===== src/rtl/tp_pkg.sv =====
package tp_pkg;
  localparam int PAR_BRANCHES = 2;

  typedef struct packed {
    logic start;
    logic kill;
    logic hold;
  } bodyCtrl_t;

  typedef struct packed {
    logic done;
    logic emitX;
  } bodyStat_t;
endpackage


===== src/rtl/tp_pause_cell.sv =====
module tp_pause_cell (
  input  logic beginIn,
  input  logic suspendIn,
  input  logic resetIn,
  input  logic prevIn,
  output logic endOut,
  output logic nextOut
);
  // token set on begin, released (end) one cycle later when not suspended
  assign endOut  = prevIn & ~suspendIn;
  assign nextOut = ~resetIn & (suspendIn ? prevIn : beginIn);
endmodule


===== src/rtl/tp_await_cell.sv =====
module tp_await_cell (
  input  logic beginIn,
  input  logic suspendIn,
  input  logic resetIn,
  input  logic prevIn,
  input  logic condIn,
  output logic endOut,
  output logic nextOut
);
  logic live;
  assign live    = beginIn | (prevIn & ~suspendIn);
  assign endOut  = live & condIn;
  assign nextOut = ~resetIn & (suspendIn ? prevIn : (live & ~condIn));
endmodule


===== src/rtl/tp_body.sv =====
module tp_body
  import tp_pkg::*;
#(
  parameter int DUP_FIRST = 1,
  parameter int LANES     = PAR_BRANCHES
) (
  input  logic      clk,
  input  logic      rst,
  input  bodyCtrl_t ctrl,
  output bodyStat_t stat
);
  localparam logic USE_COPY = (DUP_FIRST != 0);

  logic [LANES-1:0] qLat;
  logic [LANES-1:0] laneEnd;
  logic [LANES-1:0] mainNext;
  logic [LANES-1:0] firstNext;
  logic             parEnd;
  logic             mainBegin;
  logic             mainReset;

  assign mainBegin = USE_COPY ? 1'b0 : ctrl.start;
  assign parEnd    = |laneEnd;
  assign mainReset = ctrl.kill | parEnd;

  for (genvar i = 0; i < LANES; i++) begin : gLane
    tp_pause_cell uPause (
      .beginIn  (mainBegin),
      .suspendIn(ctrl.hold),
      .resetIn  (mainReset),
      .prevIn   (qLat[i]),
      .endOut   (laneEnd[i]),
      .nextOut  (mainNext[i])
    );
  end

  if (DUP_FIRST != 0) begin : gCopy
    // first-cycle copy: no suspend, no previous state, end discarded
    assign firstNext = {LANES{ctrl.start & ~ctrl.kill}};
  end else begin : gShared
    assign firstNext = '0;
  end

  always_ff @(posedge clk) begin
    if (rst) qLat <= '0;
    else     qLat <= mainNext | firstNext;
  end

  assign stat.done  = parEnd;
  assign stat.emitX = laneEnd[LANES-1];
endmodule


===== src/rtl/tp_ctrl.sv =====
module tp_ctrl
  import tp_pkg::*;
(
  input  logic      clk,
  input  logic      rst,
  input  logic      beginIn,
  input  logic      suspendIn,
  input  logic      resetIn,
  input  logic      stopIn,
  input  bodyStat_t stat,
  output bodyCtrl_t ctrl,
  output logic      endOut
);
  logic pLat;
  logic pNext;
  logic pSusp;
  logic pEnd;

  // outer statement only steps on begin or when the body finishes
  assign pSusp = suspendIn | (~beginIn & ~stat.done);

  tp_await_cell uAwait (
    .beginIn  (beginIn),
    .suspendIn(pSusp),
    .resetIn  (resetIn),
    .prevIn   (pLat),
    .condIn   (stopIn),
    .endOut   (pEnd),
    .nextOut  (pNext)
  );

  always_ff @(posedge clk) begin
    if (rst) pLat <= 1'b0;
    else     pLat <= pNext;
  end

  assign ctrl.start = (beginIn | stat.done) & ~pEnd;
  assign ctrl.kill  = resetIn | pEnd;
  assign ctrl.hold  = suspendIn;
  assign endOut     = pEnd;
endmodule


===== src/rtl/temporal_projection.sv =====
module temporal_projection #(
  parameter int DUP_FIRST = 1
) (
  input  logic clk,
  input  logic rst,
  input  logic beginIn,
  input  logic suspendIn,
  input  logic resetIn,
  input  logic stopIn,
  output logic endOut,
  output logic xOut
);
  tp_pkg::bodyCtrl_t bodyCtrl;
  tp_pkg::bodyStat_t bodyStat;

  tp_ctrl uCtrl (
    .clk      (clk),
    .rst      (rst),
    .beginIn  (beginIn),
    .suspendIn(suspendIn),
    .resetIn  (resetIn),
    .stopIn   (stopIn),
    .stat     (bodyStat),
    .ctrl     (bodyCtrl),
    .endOut   (endOut)
  );

  tp_body #(.DUP_FIRST(DUP_FIRST)) uBody (
    .clk (clk),
    .rst (rst),
    .ctrl(bodyCtrl),
    .stat(bodyStat)
  );

  assign xOut = bodyStat.emitX;
endmodule


===== config.mk =====
export PLATFORM = sky130hd
export DESIGN_NAME = temporal_projection
export DESIGN_NICKNAME = d
export VERILOG_FILES = /design/src/rtl/tp_pkg.sv /design/src/rtl/tp_pause_cell.sv /design/src/rtl/tp_await_cell.sv /design/src/rtl/tp_body.sv /design/src/rtl/tp_ctrl.sv /design/src/rtl/temporal_projection.sv
export SDC_FILE = /design/constraint.sdc
export NUM_CORES = 1
export LEC_CHECK = 0
export ABC_AREA = 1
export BUFFER_PORTS_ARGS = -buffer_cell sky130_fd_sc_hd__buf_4
export CORE_AREA = 3 3 40 42
export CTS_CLUSTER_DIAMETER = 120
export DETAILED_ROUTE_END_ITERATION = 16
export DIE_AREA = 0 0 43 45
export MAX_ROUTING_LAYER = met4
export PLACE_DENSITY = 0.3
export RECOVER_POWER = 100
export SYNTH_ARGS = -nofsm -noshare
export SYNTH_HDL_FRONTEND = slang
export SYNTH_SLANG_ARGS = --single-unit

===== constraint.sdc =====
create_clock -name clk -period 1.7 [get_ports clk]
set_input_delay 0 -clock clk [delete_from_list [all_inputs] [get_ports clk]]
set_output_delay 0 -clock clk [all_outputs]
set_load 0.01 [all_outputs]

==> out/metrics.cfg <==
[logic_synthesis]
netlist.top_cell.by_area=dfxtp_1
ys_async_sr_fraction_pct=0
avgSynthCellArea_um2=6.16
yosysTopAreaCellShare_pct=36.1
synth_edf_count=0
ys_top_cells_by_count=nand2_1 (8), nor2_1 (7), dfxtp_1 (3), inv_1 (3)
yosysSeqAreaShare_pct=36.1
ys_types=10
post-synth-top-count-cell=nand2_1
yosys-top-cells-area=dfxtp_1 (36%), nand2_1 (18%), nor2_1 (16%), inv_1 (6.8%), o21ai_2 (5.3%)
synthFlopType=dfxtp_1
synth_nets=33
synth_seq_cells=3
syn_area_um2=166
synthCells=27
yosysWarningCount=0

[cells_and_area]
post-route-util_pct=19.8
num_antenna_cells=0
regArea_um2=60.1
fillCellCount=160
area_growth_pct=52.6
nets=45
multiInputGateArea_um2=88.8
drive_gt1_share_pct=26.3
stdcell_count=53

[cts]
cts_setup_buffers=0
cts.path.max_buffers=2
htree_num_levels=1
cts.sinks=3
cts_tree=yes
ctsResizeCount=0
clock_latency_ns=0.24
hold_buffers=0
clkTransAtPathRegs_ns=0.04
root_buffer=clkbuf_4
cts_buffers=3

[sta]
fin_crit_ns=1.27
fmax_mhz=790
maxSlewHeadroom_pct=84.2
fin_setup_tns_ns=0
rsz0062_at_grt=no
fin_crit_sh_pct=74.5
slew_viol_final=0
hold_viol=0
tightest_slew_ns=0.235
finalSetupViolCount=0
timing.final.ws_setup_ns=0.434
finalClockSkew_ns=0.00605

[setup_path]
path_cells=inv_1 -> o21ai_0 -> nand2_1 -> nor2_1 -> buf_4
path_class=reg2out
end_kind=output port
critPathArrivalTime_ns=1.27
r2r_cells=5
cpLargestDelayFamily=flip-flops
rr_startpoint=uBody.qLat[1]$_SDFF_PP0_
path_max_fanout=4
crit_buf_inv=2
critPathMaxStageDelay_ns=0.30
r2r-end=uBody.qLat[0]$_SDFF_PP0_
startpoint_type=flip-flop
r2r_slack_ns=0.65
critical_path_required_ns=1.70
cp_slowest_cell=dfxtp_1

[power]
powerDensity_nw_per_um2=944
vdd_drop_max_mv=0.447
leakagePower_nw=0.122

[detailed_routing]
highest_layer=met3
wirelength_um=413
drtIter0Drc=6
wl_met2_um=168
wl_met1_um=206
ant_nets=0
drt_pass1_iterations=4
vias=191
met3_wirelength_um=38
drc=0
wl_per_cell_um=7.79
viasPerCell=3.60

[place]
dp_hpwl_um=324
dp_slack_ns=0.819
io_buffer_count=7
place_congestion=0.653
dp_cells=49

[floorplanning]
dieArea_um2=1940
num_rows=13
fp.dieW_um=43
fp.dieH_um=45
start_util_pct=13.0
io_pins=8
coreArea_um2=1280

[status]
outcome=finished, final reports clean

[global_route]
grt_overflow=0
grt_pass1_vias=188
antenna_found_initial=0
grt_pass1_wl_um=724
grt_start_max_net_pins=5
grt_util_all_layers_pct=5.66

[min_path]
hold-path-cell-count=4
worstHoldStart=rst
hold_end=uCtrl.pLat$_SDFF_PP0_
hp-class=in2reg

[run]
drv_cap=0

-- logic make-up (layout without fill, tap and decap cells) --
family	after synthesis	after routing	synth area share [%]
flip-flops	3	3	36.1
AND/OR/NAND/NOR	18	18	45.9
buffers and inverters	3	14	6.77
AO/OA/AOI/OAI	3	3	11.3
-- registers in the layout, indices dropped and copies added, names as in the netlist --
signal / cells
uBody.qLat: 2
uCtrl.pLat: 1
-- layer usage --
metal	vias up	global-route usage (%)
met2	7	7.49
met3	0	5.18
met5	-	-
met1	80	6.01
met4	0	1.81
li1	104	-
-- how the worst max path moves through the flow --
stage / cells past startpoint / end / start / slack, ns
finish: 5 / endOut / uBody.qLat[1]$_SDFF_PP0_ / 0.43
global route: 5 / endOut / uBody.qLat[1]$_SDFF_PP0_ / 0.25
CTS: 5 / endOut / uBody.qLat[1]$_SDFF_PP0_ / 0.58
detailed placement: 5 / uBody.qLat[0]$_SDFF_PP0_ / uBody.qLat[1]$_SDFF_PP0_ / 0.82
global placement: 5 / uBody.qLat[1]$_SDFF_PP0_ / uBody.qLat[1]$_SDFF_PP0_ / 0.82
floorplan: 5 / uBody.qLat[0]$_SDFF_PP0_ / uBody.qLat[1]$_SDFF_PP0_ / 0.84
-- area by class of cell --
type / count / area share (%)
Timing Repair Buffer: 7 / 19.2
Inverter: 3 / 4.43
Sequential cell: 3 / 23.6
Multi-Input combinational cell: 21 / 35.0
Tap cell: 15 / 7.39
Clock buffer: 4 / 10.3
-- power breakdown --
part / total, mW / internal (mW) / switching [mW]
combinational: 0.0350 / 0.0168 / 0.0182
clock: 0.129 / 0.0882 / 0.0408
sequential: 0.0757 / 0.0743 / 0.00143
-- cell usage in the layout (no fill, tap or decap), drive strengths merged --
cell type,n
dfxtp,3
a21oi,1
nand3b,1
clkbuf,5
o21ai,2
nor2,8
nand2,9
inv,3
buf,6
-- worst reg2reg max path: cells and delay by family (launching register included) --
kind	cells	cell delay [ns]
buffers and inverters	1	0.06
AO/OA/AOI/OAI	1	0.22
flip-flops	1	0.30
AND/OR/NAND/NOR	3	0.35
-- stage by stage --
stage                     hold WS [ns]  power [mW]  area (µm²)
final                           0.0271       0.240         254
after global routing            0.0580       0.256         254
after detailed placement         0.286       0.115         238
after CTS                       0.0307       0.249         264
after global placement           0.272       0.115         238
after floorplan                 0.0475      0.0977         166
(Power assumes the default switching activity.)
